==> src/rtl/cdtimer_pkg.sv <==
package cdtimer_pkg;

    typedef enum logic [1:0] {
        ST_IDLE,
        ST_COUNT,
        ST_EXPIRED
    } cnt_state_e;

    localparam logic [7:0] IDX_ENTRY = 8'h32;
    localparam logic [7:0] IDX_START = 8'h38;
    localparam logic [7:0] IDX_LIVE  = 8'h39;
    localparam logic [7:0] IDX_PSC   = 8'h3E;

    localparam int ENT_MODE_BIT = 17;
    localparam int ENT_MASK_BIT = 16;
    localparam int EXP_W        = 3;

endpackage

==> src/rtl/cdtimer_prescaler.sv <==
module cdtimer_prescaler
    import cdtimer_pkg::*;
#(
    parameter int EW = EXP_W
) (
    input  logic          clk,
    input  logic          rst_n,
    input  logic          restart,
    input  logic [EW-1:0] exponent,
    output logic          tick
);
    localparam int PW = (1 << EW) - 1;

    logic [PW-1:0] div_cnt;
    logic [PW-1:0] sel_mask;

    // A mask of "exponent" low ones; a tick fires when those bits of the counter are all set.
    for (genvar i = 0; i < PW; i++) begin : g_mask
        assign sel_mask[i] = (exponent > EW'(i));
    end

    always_ff @(posedge clk or negedge rst_n) begin
        if (!rst_n) begin
            div_cnt <= '0;
        end else if (restart) begin
            div_cnt <= '0;
        end else begin
            div_cnt <= div_cnt + 1'b1;
        end
    end

    assign tick = ((div_cnt & sel_mask) == sel_mask);

endmodule

==> src/rtl/cdtimer_regs.sv <==
module cdtimer_regs
    import cdtimer_pkg::*;
#(
    parameter int AW = 8,
    parameter int DW = 32,
    parameter int CW = 32,
    parameter int VW = 8
) (
    input  logic             clk,
    input  logic             rst_n,
    input  logic             wr,
    input  logic [AW-1:0]    addr,
    input  logic [DW-1:0]    wdata,
    input  logic [CW-1:0]    live_count,
    output logic [DW-1:0]    rdata,
    output logic [CW-1:0]    start_q,
    output logic             load,
    output logic [EXP_W-1:0] exponent,
    output logic             periodic,
    output logic             masked,
    output logic [VW-1:0]    vector
);
    logic [3:0]    psc_q;
    logic [DW-1:0] entry_word;

    assign load = wr && (addr == AW'(IDX_START));

    always_ff @(posedge clk or negedge rst_n) begin
        if (!rst_n) begin
            start_q  <= '0;
            psc_q    <= '0;
            periodic <= 1'b0;
            masked   <= 1'b1;
            vector   <= '0;
        end else if (wr) begin
            unique case (addr)
                AW'(IDX_START): start_q <= wdata[CW-1:0];
                AW'(IDX_PSC):   psc_q   <= wdata[3:0] & 4'hB;
                AW'(IDX_ENTRY): begin
                    periodic <= wdata[ENT_MODE_BIT];
                    masked   <= wdata[ENT_MASK_BIT];
                    vector   <= wdata[VW-1:0];
                end
                default: ;
            endcase
        end
    end

    assign exponent = {psc_q[3], psc_q[1:0]} + 3'd1;

    always_comb begin
        entry_word               = '0;
        entry_word[ENT_MODE_BIT] = periodic;
        entry_word[ENT_MASK_BIT] = masked;
        entry_word[VW-1:0]       = vector;
    end

    always_comb begin
        unique case (addr)
            AW'(IDX_ENTRY): rdata = entry_word;
            AW'(IDX_START): rdata = DW'(start_q);
            AW'(IDX_LIVE):  rdata = DW'(live_count);
            AW'(IDX_PSC):   rdata = DW'(psc_q);
            default:        rdata = '0;
        endcase
    end

endmodule

==> src/rtl/cdtimer_counter.sv <==
module cdtimer_counter
    import cdtimer_pkg::*;
#(
    parameter int CW = 32,
    parameter int VW = 8
) (
    input  logic          clk,
    input  logic          rst_n,
    input  logic          load,
    input  logic [CW-1:0] load_val,
    input  logic [CW-1:0] reload_val,
    input  logic          tick,
    input  logic          periodic,
    input  logic          masked,
    input  logic [VW-1:0] vector,
    output logic [CW-1:0] count,
    output cnt_state_e    state,
    output logic          irq_valid,
    output logic [VW-1:0] irq_vector
);
    cnt_state_e    st_d;
    logic [CW-1:0] cnt_d;
    logic          fire;

    always_comb begin
        st_d  = state;
        cnt_d = count;
        fire  = 1'b0;
        if (load) begin
            cnt_d = load_val;
            st_d  = (load_val == '0) ? ST_IDLE : ST_COUNT;
        end else begin
            unique case (state)
                ST_IDLE, ST_EXPIRED: ;
                ST_COUNT: begin
                    if (tick) begin
                        if (count == '0) begin
                            fire = 1'b1;
                            if (periodic) begin
                                cnt_d = reload_val;
                            end else begin
                                st_d = ST_EXPIRED;
                            end
                        end else begin
                            cnt_d = count - 1'b1;
                        end
                    end
                end
                default: st_d = ST_IDLE;
            endcase
        end
    end

    // State register and count
    always_ff @(posedge clk or negedge rst_n) begin
        if (!rst_n) begin
            state <= ST_IDLE;
            count <= '0;
        end else begin
            state <= st_d;
            count <= cnt_d;
        end
    end

    // Registered request outputs
    always_ff @(posedge clk or negedge rst_n) begin
        if (!rst_n) begin
            irq_valid  <= 1'b0;
            irq_vector <= '0;
        end else begin
            irq_valid  <= fire && !masked;
            irq_vector <= (fire && !masked) ? vector : '0;
        end
    end

endmodule

==> src/rtl/cdtimer_top.sv <==
module cdtimer_top
    import cdtimer_pkg::*;
#(
    parameter int ADDR_W = 8,
    parameter int DATA_W = 32,
    parameter int VEC_W  = 8
) (
    input  logic              clk,
    input  logic              rst_n,
    input  logic              reg_wr,
    input  logic [ADDR_W-1:0] reg_addr,
    input  logic [DATA_W-1:0] reg_wdata,
    output logic [DATA_W-1:0] reg_rdata,
    output logic              irq_valid,
    output logic [VEC_W-1:0]  irq_vector
);
    localparam int CNT_W = DATA_W;

    logic [CNT_W-1:0] start_q;
    logic [CNT_W-1:0] live_count;
    logic             load;
    logic             tick;
    logic [EXP_W-1:0] exponent;
    logic             periodic;
    logic             masked;
    logic [VEC_W-1:0] vector;
    cnt_state_e       state;

    cdtimer_regs #(
        .AW(ADDR_W), .DW(DATA_W), .CW(CNT_W), .VW(VEC_W)
    ) u_regs (
        .clk        (clk),
        .rst_n      (rst_n),
        .wr         (reg_wr),
        .addr       (reg_addr),
        .wdata      (reg_wdata),
        .live_count (live_count),
        .rdata      (reg_rdata),
        .start_q    (start_q),
        .load       (load),
        .exponent   (exponent),
        .periodic   (periodic),
        .masked     (masked),
        .vector     (vector)
    );

    cdtimer_prescaler #(.EW(EXP_W)) u_psc (
        .clk      (clk),
        .rst_n    (rst_n),
        .restart  (load),
        .exponent (exponent),
        .tick     (tick)
    );

    cdtimer_counter #(.CW(CNT_W), .VW(VEC_W)) u_cnt (
        .clk        (clk),
        .rst_n      (rst_n),
        .load       (load),
        .load_val   (reg_wdata[CNT_W-1:0]),
        .reload_val (start_q),
        .tick       (tick),
        .periodic   (periodic),
        .masked     (masked),
        .vector     (vector),
        .count      (live_count),
        .state      (state),
        .irq_valid  (irq_valid),
        .irq_vector (irq_vector)
    );

endmodule

==> config.mk <==
export PLATFORM = sky130hd
export DESIGN_NAME = cdtimer_top
export DESIGN_NICKNAME = d
export VERILOG_FILES = /design/src/rtl/cdtimer_pkg.sv /design/src/rtl/cdtimer_prescaler.sv /design/src/rtl/cdtimer_regs.sv /design/src/rtl/cdtimer_counter.sv /design/src/rtl/cdtimer_top.sv
export SDC_FILE = /design/constraint.sdc
export NUM_CORES = 1
export LEC_CHECK = 0
export CORE_ASPECT_RATIO = 0.7
export CORE_MARGIN = 2
export CORE_UTILIZATION = 30
export CTS_BUF_LIST = sky130_fd_sc_hd__clkbuf_2 sky130_fd_sc_hd__clkbuf_4 sky130_fd_sc_hd__clkbuf_8
export CTS_CLUSTER_DIAMETER = 100
export DETAILED_ROUTE_END_ITERATION = 16
export GPL_TIMING_DRIVEN = 0
export PLACE_DENSITY_LB_ADDON = 0.2
export SLEW_MARGIN = 20
export SYNTH_ARGS = -nofsm -noshare
export SYNTH_HDL_FRONTEND = slang
export SYNTH_HIERARCHICAL = 1
export SYNTH_SLANG_ARGS = --single-unit
==> constraint.sdc <==
create_clock -name clk -period 2.3 [get_ports clk]
set_input_delay 0.46 -clock clk [delete_from_list [all_inputs] [get_ports clk]]
set_output_delay 0.46 -clock clk [all_outputs]
set_load 0.03 [all_outputs]
==> impl_metrics.ini <==
[finish]
nFillCells = 1759
multi_input_area_sq_um = 3480
area_growth_pct = 41.1
drive_above_1_share = 0.384
seq_area_sq_um = 2380
nNetsFinal = 722
fin_cells = 922
diodes = 0

[yosys]
netlist-cell-type-count = 67
syn_area_sq_um = 5680
avgSynthCellArea_sq_um = 10.6
synthArstFlopShare = 1.00
ys_ff_latch = 95
synth_common_cells = dfrtp_1 (94), nand2_1 (33), mux2_4 (30)
synth_ff_type = dfrtp_1
yosysWarningCount = 6
seq_area_frac_synth = 0.418
synth_area_leader_cell = dfrtp_1
synth-edff-count = 0
yosysMostFrequentCell = dfrtp_1
synth_top_area_frac = 0.414
syn-num-nets = 582
synth_area_leaders = dfrtp_1 (41%), mux2_4 (7.9%), a22o_1 (3.5%)
syn_inst = 535

[timing]
rsz0062_at_grt = true
min_period_ns = 2.40
finClkSkew_ns = 0.0138
post-route-period-util = 1.04
fin_ws_ns = -0.0983
slew_violations = 0
max_slew_margin = 0.562
setup_viol = 29
tightest_slew_ns = 0.651
fmax_mhz = 417
finalSetupTns_ns = -1.37
finalHoldViolations = 0

[run]
max_cap_viol_count = 0

[setup_path]
cp-end-kind = register
worst-path-max-fanout = 8
cpPeakStageDelay_ns = 0.42
required_ns = 2.58
worst_ep_arrival_time_ns = 2.68
crit_chain = ha_4 > xor2_4 > inv_2 > o21ai_2 > nor2_1 > o32a_1 > nand2_2 > or2_4 > buf_12 > nor3_4 > buf_6 > a22o_1 > a211o_1
cpLargestDelayFamily = compound AO/OA/AOI/OAI gates
r2r_cells = 13
critical_path_class = reg -> reg
reg2reg_from = u_regs/psc_q[0]
r2r_slack_ns = -0.1
critPathSlowestCell = dfrtp_1
r2r_end = u_cnt/count[24]
crit_buf_inv = 3
worst_setup_path_start_kind = register

[place]
dpl.cell_count = 859
place.gp.congestion = 0.932
place_hpwl_mm = 13.9
numPortBuffers = 81

[drt]
firstDrtPassIters = 6
ant_nets = 0
vias = 5224
drc = 0
drt_iter0_drc = 420
via_per_inst = 5.67
wl_per_cell_um = 22.4
drt_wl_total_mm = 20.6

[global_routing]
overflow = 0
grt_usage = 0.208
antenna_found_initial = 0
grt_max_degree = 56
grt_pass1_vias = 5267
grt_pass1_wl_mm = 31.7

[clock_network]
clockRootBuffer = clkbuf_8
cts_buffers = 9
cts_buffer_depth = 2
htree_levels = 3
insertion_delay_ns = 0.40
cts.reportedPaths.clkPinSlew_ns = 0.10
numClockSinks = 95
tritoncts = done

[floorplan]
die_h_um = 119
rows = 42
die_w_um = 169
coreArea_sq_um = 18800
initial_core_util = 0.303
io-pin-count = 84
design.die.area_sq_um = 20100

[power_and_ir_drop]
p_per_area_nw_per_um2 = 674
leakagePower_uw = 0.00346
ir_worst_vdd_mv = 0.284

[run_status]
violations = setup timing
status = finished with violations

[hold_path]
hold_depth = 1
holdCritPathClass = reg -> reg
hold_start = u_regs/vector[5]
hold_end = u_cnt/irq_vector[5]
-- placed cells by master (no fill, tap or decap), types with 13 or more instances in the layout --
master / synthesis / layout
xor2_1: 14 / 13
a31oi_1: 13 / 13
mux2_2: 15 / 15
a22oi_2: 0 / 13
buf_6: 6 / 28
mux2_4: 30 / 30
a22o_1: 23 / 21
a221o_1: 17 / 17
nor2_1: 28 / 25
xnor2_1: 14 / 14
buf_4: 4 / 45
clkdlybuf4s50_1: 0 / 42
dfrtp_1: 94 / 89
nand2_1: 33 / 32
inv_1: 17 / 14
-- worst max-delay path by stage --
| stage | from | to | cells past startpoint |
|---|---|---|---|
| 6_report | u_regs/psc_q[0] | u_cnt/count[24] | 13 |
| 5_1_grt | u_cnt/count[20] | u_cnt/count[31] | 7 |
| 4_1_cts | u_regs/psc_q[1] | u_cnt/count[21] | 11 |
| 3_5_place_dp | reg_addr[0] | u_cnt/count[27] | 7 |
| 3_3_place_gp | rst_n | u_regs/start_q[11] | 1 |
| 2_1_floorplan | u_regs/psc_q[0] | u_cnt/count[24] | 12 |
-- registers in the layout (all words and copies together) (netlist names) --
name              count
u_cnt/irq_vector      8
u_regs/masked         1
u_regs/periodic       1
u_regs/vector         8
u_regs/psc_q          3
u_cnt/count          32
u_cnt/state           2
u_regs/start_q       32
u_cnt/irq_valid       1
u_psc/div_cnt         7
-- repair_timing --
item / 4_1_cts / 5_1_grt
gates cloned: 5 / 1
setup endpoints to repair: 75 / 54
pin swaps: 43 / 27
resized for setup: 292 / 62
hold buffers: 1 / 0
endpoints found under the hold margin: 30 / 0
setup buffers: 31 / 10
-- through the flow --
step                hold slack, ns  utilization  setup WS (ns)  area [sq um]  total power (uW)
finish                       0.519        0.427        -0.0983          8020              5400
global route                 0.547        0.427         -0.224          8020              5730
CTS                          0.520        0.409         -0.171          7680              5160
detailed placement           0.410        0.365          -1.20          6850              3830
global placement             0.491        0.363          -3.00          6820              3770
floorplan                    0.164            -         0.0131          5710              3320
-- routing by layer --
metal  vias to the layer above  track usage  wire length (um)
li1                       2327            -                 -
met5                         -            0                 0
met3                        20       0.0469              1330
met2                       191        0.302              9170
met4                         0       0.0560               243
met1                      2686        0.309              9870
-- kinds of logic after synthesis --
kind of cell	Yosys count	share of synthesized area
adder cells (fa/ha/maj)	4	0.00881
multiplexers	45	0.109
flip-flops	95	0.418
AND/OR/NAND/NOR	180	0.198
buffers and inverters	48	0.0447
AO/OA/AOI/OAI	135	0.178
XOR/XNOR	28	0.0431
-- where the power goes --
part           internal, uW  leakage (uW)  switching [uW]
clock                   503     0.0000916             670
sequential             1990       0.00124             586
combinational           825       0.00213             824
-- worst reg2reg max path: cells and delay by family, from the launching register on --
family | cells | cell delay, ns
DFF | 1 | 0.42
adders and majority gates | 1 | 0.19
and+or+nand+nor | 4 | 0.33
AOI/OAI and AO/OA | 4 | 0.88
buffers and inverters | 3 | 0.33
xor gates and xnor gates | 1 | 0.15
-- layout make-up --
class | count | share of cell area
sequential | 95 | 0.297
timing repair buffer | 130 | 0.160
buffer | 30 | 0.0379
clock buffer | 9 | 0.0154
inverter | 17 | 0.00796
multi-input combinational | 392 | 0.435
clock inverter | 7 | 0.00890
tap | 242 | 0.0378
Power figures use the tool's default switching activity.
